`src/rtl/irqm_pkg.sv`:
```
package irqm_pkg;

  typedef enum logic [2:0] {
    RI_ENABLE   = 3'd0,
    RI_PENDING  = 3'd1,
    RI_SRC_MODE = 3'd2,
    RI_SRC_POL  = 3'd3,
    RI_OUT_MODE = 3'd4,
    RI_OUT_POL  = 3'd5,
    RI_FORCE    = 3'd6,
    RI_UNUSED   = 3'd7
  } reg_idx_e;

  localparam int unsigned IDX_LSB = 2;
  localparam int unsigned IDX_W   = 3;

endpackage

```
`src/rtl/irqm_sync.sv`:
```
module irqm_sync #(
  parameter int unsigned WIDTH = 32
) (
  input  logic             clk,
  input  logic             rst_n,
  input  logic [WIDTH-1:0] async_in,
  output logic [WIDTH-1:0] sync_out
);

  logic [WIDTH-1:0] stage1_q;
  logic [WIDTH-1:0] stage2_q;

  always_ff @(posedge clk or negedge rst_n) begin
    if (!rst_n) begin
      stage1_q <= '0;
      stage2_q <= '0;
    end else begin
      stage1_q <= async_in;
      stage2_q <= stage1_q;
    end
  end

  assign sync_out = stage2_q;

endmodule

```
`src/rtl/irqm_detect.sv`:
```
module irqm_detect #(
  parameter int unsigned NUM_SRC = 32
) (
  input  logic               clk,
  input  logic               rst_n,
  input  logic [NUM_SRC-1:0] lvl,
  input  logic [NUM_SRC-1:0] trig_mode,
  input  logic [NUM_SRC-1:0] trig_pol,
  output logic [NUM_SRC-1:0] hit
);

  logic [NUM_SRC-1:0] prev_q;

  always_ff @(posedge clk or negedge rst_n) begin
    if (!rst_n) prev_q <= '0;
    else        prev_q <= lvl;
  end

  for (genvar i = 0; i < NUM_SRC; i++) begin : g_src
    logic rise;
    logic fall;
    logic edge_hit;
    logic lvl_hit;
    assign rise     = lvl[i] & ~prev_q[i];
    assign fall     = ~lvl[i] & prev_q[i];
    assign edge_hit = trig_pol[i] ? rise : fall;
    assign lvl_hit  = (lvl[i] == trig_pol[i]);
    assign hit[i]   = trig_mode[i] ? edge_hit : lvl_hit;
  end

endmodule

```
`src/rtl/irqm_regs.sv`:
```
module irqm_regs
  import irqm_pkg::*;
#(
  parameter int unsigned NUM_SRC = 32,
  parameter int unsigned DATA_W  = 32,
  parameter int unsigned ADDR_W  = 5
) (
  input  logic               clk,
  input  logic               rst_n,
  input  logic               reg_wr,
  input  logic               reg_rd,
  input  logic [ADDR_W-1:0]  reg_addr,
  input  logic [DATA_W-1:0]  reg_wdata,
  input  logic [NUM_SRC-1:0] hit,
  output logic [DATA_W-1:0]  reg_rdata,
  output logic [NUM_SRC-1:0] enable_q,
  output logic [NUM_SRC-1:0] pending_q,
  output logic [NUM_SRC-1:0] src_mode_q,
  output logic [NUM_SRC-1:0] src_pol_q,
  output logic               out_mode_q,
  output logic               out_pol_q
);

  localparam int unsigned HI_LSB = IDX_LSB + IDX_W;

  reg_idx_e           idx;
  logic               hi_zero;
  logic [NUM_SRC-1:0] wmask;
  logic [NUM_SRC-1:0] clr_vec;
  logic [NUM_SRC-1:0] frc_vec;
  logic [NUM_SRC-1:0] pending_d;
  logic               en_we;
  logic               mode_we;
  logic               pol_we;
  logic               omode_we;
  logic               opol_we;
  logic [DATA_W-1:0]  rdata_d;

  assign hi_zero = ((reg_addr >> HI_LSB) == '0);
  assign idx     = hi_zero ? reg_idx_e'(reg_addr[HI_LSB-1:IDX_LSB]) : RI_UNUSED;
  assign wmask   = reg_wdata[NUM_SRC-1:0];

  always_comb begin
    en_we    = reg_wr && (idx == RI_ENABLE);
    mode_we  = reg_wr && (idx == RI_SRC_MODE);
    pol_we   = reg_wr && (idx == RI_SRC_POL);
    omode_we = reg_wr && (idx == RI_OUT_MODE);
    opol_we  = reg_wr && (idx == RI_OUT_POL);
    clr_vec  = (reg_wr && (idx == RI_PENDING)) ? wmask : '0;
    frc_vec  = (reg_wr && (idx == RI_FORCE))   ? wmask : '0;
    // set sources take priority over a clear in the same cycle
    pending_d = (pending_q & ~clr_vec) | hit | frc_vec;
  end

  always_comb begin
    rdata_d = '0;
    unique case (idx)
      RI_ENABLE:   rdata_d[NUM_SRC-1:0] = enable_q;
      RI_PENDING:  rdata_d[NUM_SRC-1:0] = pending_q;
      RI_SRC_MODE: rdata_d[NUM_SRC-1:0] = src_mode_q;
      RI_SRC_POL:  rdata_d[NUM_SRC-1:0] = src_pol_q;
      RI_OUT_MODE: rdata_d[0]           = out_mode_q;
      RI_OUT_POL:  rdata_d[0]           = out_pol_q;
      default:     rdata_d              = '0;
    endcase
  end

  always_ff @(posedge clk or negedge rst_n) begin
    if (!rst_n) begin
      enable_q   <= '0;
      pending_q  <= '0;
      src_mode_q <= '0;
      src_pol_q  <= '0;
      out_mode_q <= 1'b0;
      out_pol_q  <= 1'b0;
      reg_rdata  <= '0;
    end else begin
      pending_q <= pending_d;
      if (en_we)    enable_q   <= wmask;
      if (mode_we)  src_mode_q <= wmask;
      if (pol_we)   src_pol_q  <= wmask;
      if (omode_we) out_mode_q <= reg_wdata[0];
      if (opol_we)  out_pol_q  <= reg_wdata[0];
      if (reg_rd)   reg_rdata  <= rdata_d;
    end
  end

endmodule

```
`src/rtl/irqm_outshape.sv`:
```
module irqm_outshape (
  input  logic clk,
  input  logic rst_n,
  input  logic pend_any,
  input  logic pulse_mode,
  input  logic active_high,
  output logic irq_out
);

  logic pend_prev_q;
  logic irq_q;
  logic active;
  logic irq_d;

  always_comb begin
    active = pulse_mode ? (pend_any & ~pend_prev_q) : pend_any;
    irq_d  = active_high ? active : ~active;
  end

  always_ff @(posedge clk or negedge rst_n) begin
    if (!rst_n) begin
      pend_prev_q <= 1'b0;
      irq_q       <= 1'b1;
    end else begin
      pend_prev_q <= pend_any;
      irq_q       <= irq_d;
    end
  end

  assign irq_out = irq_q;

endmodule

```
`src/rtl/irq_merge_ctrl.sv`:
```
module irq_merge_ctrl #(
  parameter int unsigned NUM_SRC = 32,
  parameter int unsigned DATA_W  = 32,
  parameter int unsigned ADDR_W  = 5
) (
  input  logic               clk,
  input  logic               rst_n,
  input  logic [NUM_SRC-1:0] src_in,
  input  logic               reg_wr,
  input  logic               reg_rd,
  input  logic [ADDR_W-1:0]  reg_addr,
  input  logic [DATA_W-1:0]  reg_wdata,
  output logic [DATA_W-1:0]  reg_rdata,
  output logic               irq_out
);

  logic [1:0]         rst_pipe_q;
  logic               rst_int_n;
  logic [NUM_SRC-1:0] src_sync;
  logic [NUM_SRC-1:0] hit_vec;
  logic [NUM_SRC-1:0] enable_vec;
  logic [NUM_SRC-1:0] status_vec;
  logic [NUM_SRC-1:0] mode_vec;
  logic [NUM_SRC-1:0] pol_vec;
  logic               out_mode_q;
  logic               out_pol_q;
  logic               pend_any;

  // asynchronous assertion, synchronous release
  always_ff @(posedge clk or negedge rst_n) begin
    if (!rst_n) rst_pipe_q <= 2'b00;
    else        rst_pipe_q <= {rst_pipe_q[0], 1'b1};
  end
  assign rst_int_n = rst_pipe_q[1];

  irqm_sync #(.WIDTH(NUM_SRC)) u_sync (
    .clk      (clk),
    .rst_n    (rst_int_n),
    .async_in (src_in),
    .sync_out (src_sync)
  );

  irqm_detect #(.NUM_SRC(NUM_SRC)) u_detect (
    .clk       (clk),
    .rst_n     (rst_int_n),
    .lvl       (src_sync),
    .trig_mode (mode_vec),
    .trig_pol  (pol_vec),
    .hit       (hit_vec)
  );

  irqm_regs #(.NUM_SRC(NUM_SRC), .DATA_W(DATA_W), .ADDR_W(ADDR_W)) u_regs (
    .clk        (clk),
    .rst_n      (rst_int_n),
    .reg_wr     (reg_wr),
    .reg_rd     (reg_rd),
    .reg_addr   (reg_addr),
    .reg_wdata  (reg_wdata),
    .hit        (hit_vec),
    .reg_rdata  (reg_rdata),
    .enable_q   (enable_vec),
    .pending_q  (status_vec),
    .src_mode_q (mode_vec),
    .src_pol_q  (pol_vec),
    .out_mode_q (out_mode_q),
    .out_pol_q  (out_pol_q)
  );

  assign pend_any = |(status_vec & enable_vec);

  irqm_outshape u_out (
    .clk         (clk),
    .rst_n       (rst_int_n),
    .pend_any    (pend_any),
    .pulse_mode  (out_mode_q),
    .active_high (out_pol_q),
    .irq_out     (irq_out)
  );

endmodule

```
`config.mk`:
```
export PLATFORM = sky130hd
export DESIGN_NAME = irq_merge_ctrl
export DESIGN_NICKNAME = d
export VERILOG_FILES = /design/src/rtl/irqm_pkg.sv /design/src/rtl/irqm_sync.sv /design/src/rtl/irqm_detect.sv /design/src/rtl/irqm_regs.sv /design/src/rtl/irqm_outshape.sv /design/src/rtl/irq_merge_ctrl.sv
export SDC_FILE = /design/constraint.sdc
export NUM_CORES = 1
export LEC_CHECK = 0
export BUFFER_PORTS_ARGS = -buffer_cell sky130_fd_sc_hd__buf_4
export CELL_PAD_IN_SITES_DETAIL_PLACEMENT = 1
export CELL_PAD_IN_SITES_GLOBAL_PLACEMENT = 1
export CORE_MARGIN = 3
export CORE_UTILIZATION = 35
export CTS_BUF_LIST = sky130_fd_sc_hd__clkbuf_8 sky130_fd_sc_hd__clkbuf_16
export CTS_CLUSTER_SIZE = 30
export DETAILED_ROUTE_END_ITERATION = 10
export PLACE_DENSITY = 0.66
export REMOVE_ABC_BUFFERS = 1
export SETUP_SLACK_MARGIN = 0.05
export SYNTH_ARGS = -nofsm -noshare
export SYNTH_HDL_FRONTEND = slang
export SYNTH_SLANG_ARGS = --single-unit
```
`constraint.sdc`:
```
create_clock -name clk -period 23.5 [get_ports clk]
set_input_delay 1.175 -clock clk [delete_from_list [all_inputs] [get_ports clk]]
set_output_delay 1.175 -clock clk [all_outputs]
set_load 0.05 [all_outputs]
```
# After elaboration in Yosys (flattened, before gate mapping)

Cells that the tools add are included.

Register bits: 262
Bits of input ports: 73
Output and inout bits: 33

Equal/unequal tests: 38
Mux-type cells: 70
Bitwise gates (word level): 136
Reductions and logical operators: 9

Operators with widths:

| operator                                             | number |
|---|---|
| case mux 31 bit (4 select lines)                     | 1 |
| 2-to-1 mux 1 bit                                     | 66 |
| inverter 1 bit                                       | 66 |
| AND 1 bit                                            | 65 |
| AND 32 bit                                           | 2 |
| 2-to-1 mux 32 bit                                    | 2 |
| bitwise OR 32 bit                                    | 2 |
| equality test 1 bit                                  | 32 |
| inverter 32 bit                                      | 1 |
| OR reduction 32 bit                                  | 1 |
| equality test 3 bit (second input constant)          | 3 |
| logical AND 1 bit                                    | 7 |
| equality test 3 x 2 -> 1 bit (second input constant) | 2 |
| case mux 1 bit (6 select lines)                      | 1 |
| equality test 3 x 1 -> 1 bit (second input constant) | 1 |
| zero test 3 bit                                      | 1 |

# Longest topological paths before layout

Gate-level depths: netlist of run 1.

Depth in word-level cells: 7
Mapped depth: 7

# By module

From an unflattened synthesis of run 1, not the netlist that was laid out.

Cells, all modules: 748
Area, all modules: 10637.7 sq um

By module, submodules not included:

| module         | times used | cells each | area an instance (sq um) |
|---|---|---|---|
| irqm_regs      | 1          | 496        | 7111.8 |
| irqm_detect    | 1          | 160        | 1641.6 |
| irqm_sync      | 1          | 64         | 1601.5 |
| irq_merge_ctrl | 1          | 24         | 211.5 |
| irqm_outshape  | 1          | 4          | 71.3 |

# Worst setup path after synthesis of run 1

No wires, ideal clock.

Kind: input-to-reg
Start: in reg_addr[2]
End: reg u_regs.src_mode_q[10]
Library setup time: 0.125 ns
Arrival time: 2.383 ns
Data required time: 23.375 ns
Slack: 20.992 ns
Stages: 7
Path buffers: 3
Path through: buf_4 nand2b_1 nor2_2 and2_1 clkbuf_2 buf_4 mux2_2

Longest elaborated chain between the ends: 2

Ends and longest elaborated chain:

| item                         | line                 | source |
|---|---|---|
| start, declared              | irq_merge_ctrl.sv:11 | `input logic [ADDR_W-1:0] reg_addr,` |
| equality test 3 x 2 -> 1 bit | irqm_regs.sv:45      | `mode_we = reg_wr && (idx == RI_SRC_MODE);` |
| logical AND 1 bit            | irqm_regs.sv:45      |  |
| end signal, assigned         | irqm_regs.sv:80      | `if (mode_we) src_mode_q <= wmask;` |
| end, declared                | irqm_regs.sv:18      | `output logic [NUM_SRC-1:0] src_mode_q,` |

Every way passes these cells.
A chain may end at the register's enable or synchronous reset.

# Worst setup path in the final report of run 1

Start: in reg_addr[2]
End: reg u_regs.src_mode_q[11]

Same word-level chain as after synthesis.

==> results.toml, run 1 <==
[placement]
hpwlAfterDp_um = 14700
routabilityCongestion = 0.735
pre_cts_slack_ps = 20320
dp.cells = 1211
placed_cell_area_mm2 = 0.0113
io_buffers = 103

[detailed_routing]
vias = 6687
wl_met2_um = 11700
ant_nets = 0
route.met3.wl_um = 1350
routedWlPerCell_um = 20.2
drtIter0Drc = 335
wl_met1_um = 12100
drt-total-wl_um = 25600
drt_first_pass_iters = 4
via_per_inst = 5.29
routed.top_layer = "met4"
drc_errors = 0

[sta]
hold_viol_final = 0
setup_viol = 0
min_period_ps = 2570
rsz0062_at_grt = "false"
final_max_slew_viol_count = 0
clock_skew_ps = 15.5
post-route-period-util_pct = 10.9
worst_slack_ps = 20930
finalSetupTns_ps = 0
slew-limit-headroom_pct = 24.6
fmax_ghz = 0.390
worstMarginPinSlew_ps = 1130
holdWs_ps = 347

[cts]
clock-sinks = 262
cts_htree_levels = 1
cts_root_buffer = "clkbuf_16"
insertion_delay_ps = 560
cts.clk_slew.worst_paths_ps = 60
holdBufCountCts = 0
cts_tree = "built"
max-clock-path-buffers = 3
post_cts_buffers = 0
post_cts_resized = 0
cts_made_buffers = 29

[grt]
antenna_found_initial = 0
grt_pass1_wl_um = 41000
grt_pass1_vias = 7207
grt_overflow = 0
groute.usage.overall_pct = 16.7
grt_max_degree = 190

[floorplan]
row_count = 61
fp.dieArea_mm2 = 0.0311
die_w_um = 176
die_h_um = 176
core_mm2 = 0.0282
initial_utilization_pct = 36.0
io_pins = 106

[layout]
fin_util_pct = 43.7
finalNonFillerCells = 1264
area_growth_pct = 21.2
nNetsFinal = 937
diodes = 0
design_area_mm2 = 0.0123
drive_above_1_share_pct = 29.1

[worst_hold_path]
holdPathStages = 0
worst_hold_startpoint = "u_sync.stage1_q[1]"
holdPathEnd = "u_sync.sync_out[1]"
hp-class = "reg2reg"

[run_status]
status = "complete, no violations"

[logic_synthesis]
yosys.cell_types.count = 34
synth-edff-count = 0
synth-seq-cells = 262
syn_avg_cell_area_um2 = 13.3
synthCells = 764
async_flop_share_pct = 100
synthFlopType = "dfrtp_1"
synth_area_mm2 = 0.0101
ys_warn_count = 0
ys_seq_area_share_pct = 64.6

[power_and_ir_drop]
ir_drop_mv = 0.0510
power_mw = 1.19
power.leakage_nw = 5.10
p_per_area_mw_per_mm2 = 97.0

[setup_path]
cp.arrival_ps = 2990
r2r-end = "u_detect.prev_q[14]"
rrSetupSlack_ps = 21450
crit_required_ps = 23930
ff2ff_path_depth = 1
reg2reg_from = "rst_pipe_q[1]"
cp_max_fo = 32
crit_path_end_kind = "register"
crit_type = "in2reg"
start_kind = "input port"

[run]
cap_violations = 0
cell type report:
type	instances	area, µm²
repair buffers	109	831
fillers	2912	15900
flip-flops and latches	262	6560
clock buffers	40	877
clock inverters	13	149
well taps	378	473
multi-input cells	462	3410
cell usage in the layout (no fill, tap or decap), types with 2 or more instances in the layout:
cell type / n
dfrtp_1: 260
a221oi_1: 2
xnor2_1: 2
mux2_2: 91
a22oi_1: 75
and2_2: 2
o31ai_1: 31
bufinv_16: 3
clkinv_2: 4
a221o_1: 32
a22o_1: 2
a31oi_1: 31
a21oi_1: 2
clkbuf_16: 29
and3_1: 2
nor2_1: 35
nor2b_1: 31
mux2_1: 9
clkbuf_8: 11
buf_4: 108
inv_1: 5
nand4_1: 2
nand2_1: 67
nand3_1: 32
nor2_4: 3
synthesized netlist by cell type (all sizes together), types with 3 or more instances:
| cell | n | area share [%] |
|---|---|---|
| and2 | 3 | 0.18 |
| mux2 | 100 | 11 |
| nor2b | 31 | 1.9 |
| buf | 16 | 1.2 |
| nand2 | 68 | 2.5 |
| dfrtp | 261 | 64 |
| a221o | 32 | 3.2 |
| nor2 | 38 | 1.5 |
| a31oi | 31 | 1.9 |
| a22oi | 75 | 5.5 |
| nand3 | 32 | 1.6 |
| clkbuf | 24 | 0.91 |
| o31ai | 31 | 2.3 |
metal layers:
metal / vias to the layer above / track usage [%]
met4: 0 / 3.99
met3: 36 / 3.10
met5: - / 0
met1: 3464 / 24.1
li1: 3049 / -
met2: 138 / 26.1
logic make-up (layout without fill, tap and decap cells):
group | after synthesis | in the layout | share of synthesized area [%]
flops | 262 | 262 | 64.6
simple gates | 180 | 180 | 8.29
compound gates | 178 | 178 | 13.6
mux | 100 | 100 | 11.1
buf+inv | 40 | 162 | 2.08
xor+xnor | 3 | 3 | 0.259
other cells | 1 | 1 | 0.0370
registers in the layout, summed over array words and instances (netlist names):
| signal | flops |
|---|---|
| u_regs.src_pol_q | 32 |
| u_regs.out_pol_q | 1 |
| u_sync.stage1_q | 32 |
| u_regs.out_mode_q | 1 |
| u_regs.src_mode_q | 32 |
| u_regs.reg_rdata | 32 |
| rst_pipe_q | 2 |
| u_out.irq_out | 1 |
| u_detect.prev_q | 32 |
| u_out.pend_prev_q | 1 |
| u_regs.enable_q | 32 |
| u_regs.pending_q | 32 |
| u_sync.sync_out | 32 |
where the power goes:
part           switching (mW)  total (mW)  leakage [nW]  internal (mW)
registers              0.0516       0.561          3.01          0.509
clock network           0.184       0.476         0.531          0.292
logic                  0.0818       0.157          1.56         0.0748
total                   0.317        1.19          5.10          0.876
critical path, stage by stage:
cell	delay, ps
buf_4	150
nand2b_1	230
nor2_4	110
and2_2	880
mux2_2	420
worst max path at each step:
| stage | startpoint | slack [ps] | end |
|---|---|---|---|
| floorplan | rst_pipe_q[1] | 15660 | u_detect.prev_q[0] |
| global route | reg_addr[2] | 20840 | u_regs.src_mode_q[15] |
| finish | reg_addr[2] | 20930 | u_regs.src_mode_q[11] |
| CTS | reg_addr[2] | 20880 | u_regs.src_mode_q[15] |
| detailed placement | reg_addr[2] | 20320 | u_regs.src_mode_q[20] |
| global placement | reg_addr[2] | 20340 | u_regs.src_mode_q[26] |
No activity file was read; power rests on OpenSTA's default activity.
==> run 2: changes to the inputs <==
PLACE_DENSITY = 0.68   (was 0.66)
clock period = 2.3 ns   (was 23.5 ns; I/O delays follow)
==> run 2 against run 1 <==
Against the previous run:
- critical path depth grew 2
- die area is the same
- clock power grew to 8.8 times the previous value
- non-clock buffer count grew 81
- largest cell class unchanged
- critical path type unchanged
==> results.toml, run 2 (same netlist as run 1, synthesis figures left out) <==
[detailed_routing]
drt-total-wl_um = 25900
drc_errors = 0
drt_first_pass_iters = 5
drtIter0Drc = 461
ant_nets = 0
vias = 7078
via_per_inst = 5.28
routedWlPerCell_um = 19.3

[setup_path]
rrSetupSlack_ps = 680
cp_max_fo = 18
reg2reg_from = "u_regs.enable_q[13]"
r2r-end = "u_out.irq_out"
crit_path_end_kind = "register"
ff2ff_path_depth = 5
crit_required_ps = 2710
crit_type = "in2reg"
cp.arrival_ps = 2100
start_kind = "input port"

[power_and_ir_drop]
power.share.combinational_pct = 14.9
power.share.sequential_pct = 49.0
clockPowerShare_pct = 36.0
swShare_pct = 26.9
power.leakage_nw = 5.39
power_mw = 11.7
p_switching_mw = 3.14
intPower_mw = 8.52
p_per_area_mw_per_mm2 = 900
ir_drop_mv = 0.473

[sta]
fmax_ghz = 0.593
post-route-period-util_pct = 73.3
finalSetupTns_ps = 0
hold_viol_final = 0
rsz0062_at_grt = "false"
setup_viol = 0
clock_skew_ps = 9.00
slew-limit-headroom_pct = 63.0
min_period_ps = 1690
final_max_slew_viol_count = 0
worstMarginPinSlew_ps = 554
holdWs_ps = 53.7

[floorplan]
io_pins = 106
initial_utilization_pct = 36.0
row_count = 61
core_mm2 = 0.0282
die_w_um = 176
die_h_um = 176
fp.dieArea_mm2 = 0.0311

[cts]
post_cts_resized = 0
holdBufCountCts = 67
clock-sinks = 262
cts.clk_slew.worst_paths_ps = 60
cts_made_buffers = 28
cts_htree_levels = 1
insertion_delay_ps = 530
cts_root_buffer = "clkbuf_16"
cts_tree = "built"
post_cts_buffers = 0
max-clock-path-buffers = 3

[worst_hold_path]
hp-class = "in2reg"
holdPathEnd = "u_regs.out_pol_q"
worst_hold_startpoint = "reg_addr[3]"
holdPathStages = 4

[run]
cap_violations = 0

[run_status]
status = "complete, no violations"

[grt]
grt_pass1_vias = 7478
antenna_found_initial = 1
groute.usage.overall_pct = 16.8
grt_max_degree = 95
grt_pass1_wl_um = 41600
grt_overflow = 0

[layout]
area_growth_pct = 27.6
nNetsFinal = 1017
nFillCells = 2878
final_cell_mix = "dfrtp_1 (260), buf_4 (119), mux2_2 (91)"
design_area_mm2 = 0.0129
layout.cells.most_common = "dfrtp_1"
drive_above_1_share_pct = 27.4

[placement]
io_buffers = 103
routabilityCongestion = 0.727
placed_cell_area_mm2 = 0.0114
hpwlAfterDp_um = 16100
## run 2: changes by cell type in the layout (fill, tap and decap cells not counted)
| cell | previous run | this run |
|---|---|---|
| dlygate4sd3_1 | 0 | 67 |
| clkbuf_8 | 11 | 3 |
| inv_1 | 5 | 8 |
| diode_2 | 0 | 1 |
| clkinv_2 | 4 | 7 |
| buf_4 | 108 | 119 |
| inv_16 | 1 | 0 |
| buf_12 | 1 | 4 |
| bufinv_16 | 3 | 1 |
## run 2: how the worst max path moves through the flow
stage	start	endpoint	slack, ps	depth (start not counted)
6_report	reg_addr[2]	u_regs.src_mode_q[2]	610	7
5_1_grt	u_regs.enable_q[13]	u_out.irq_out	440	5
4_1_cts	reg_addr[2]	u_regs.src_mode_q[2]	640	7
3_5_place_dp	reg_addr[2]	u_regs.src_mode_q[2]	680	6
3_3_place_gp	reg_addr[2]	u_regs.src_mode_q[2]	710	6
2_1_floorplan	rst_pipe_q[1]	u_detect.prev_q[0]	-5540	0
## run 2: power by group through the flow
| stage | Clock [mW] | Combinational, mW | Sequential [mW] |
|---|---|---|---|
| after floorplan | 0 | 0.812 | 5.96 |
| after global placement | 0 | 1.62 | 5.77 |
| after detailed placement | 0 | 1.67 | 5.79 |
| after CTS | 4.33 | 1.77 | 5.72 |
| after global routing | 4.56 | 1.91 | 5.81 |
| final | 4.20 | 1.74 | 5.72 |
## run 2: cell type report
cell class                      instances  area, µm²  area share (%)
Timing Repair Buffer                  190       1640            12.7
Sequential cell                       262       6560            50.7
Antenna cell                            1       2.50          0.0193
Clock inverter                         16       95.1           0.734
Clock buffer                           32        767            5.92
Tap cell                              378        473            3.65
Multi-Input combinational cell        462       3410            26.3
## run 2: worst max-delay path, stage by stage
cell and delay [ps]:
dlygate4sd3_1 580, buf_4 190, nand2b_1 230, nor2_4 110, and2_2 160, buf_4 320, mux2_2 380
## run 2: through the flow
step | util (%) | instances | setup slack [ps]
6_report | 46.0 | 1341 | 614
5_1_grt | 46.0 | 1341 | 442
4_1_cts | 46.0 | 1340 | 641
3_5_place_dp | 40.5 | 1225 | 678
3_3_place_gp | 40.5 | 1225 | 711
2_1_floorplan | - | 724 | -5540
## run 2: layer usage
layer / GRT usage (%) / share of wire, % / vias up / wire length [µm]
met2: 27.5 / 48 / 153 / 12400
met3: 3.42 / 5.2 / 24 / 1350
met4: 2.84 / 1.1 / 0 / 297
met1: 23.5 / 46 / 3703 / 11800
met5: 0 / 0 / - / 0
li1: - / - / 3198 / -
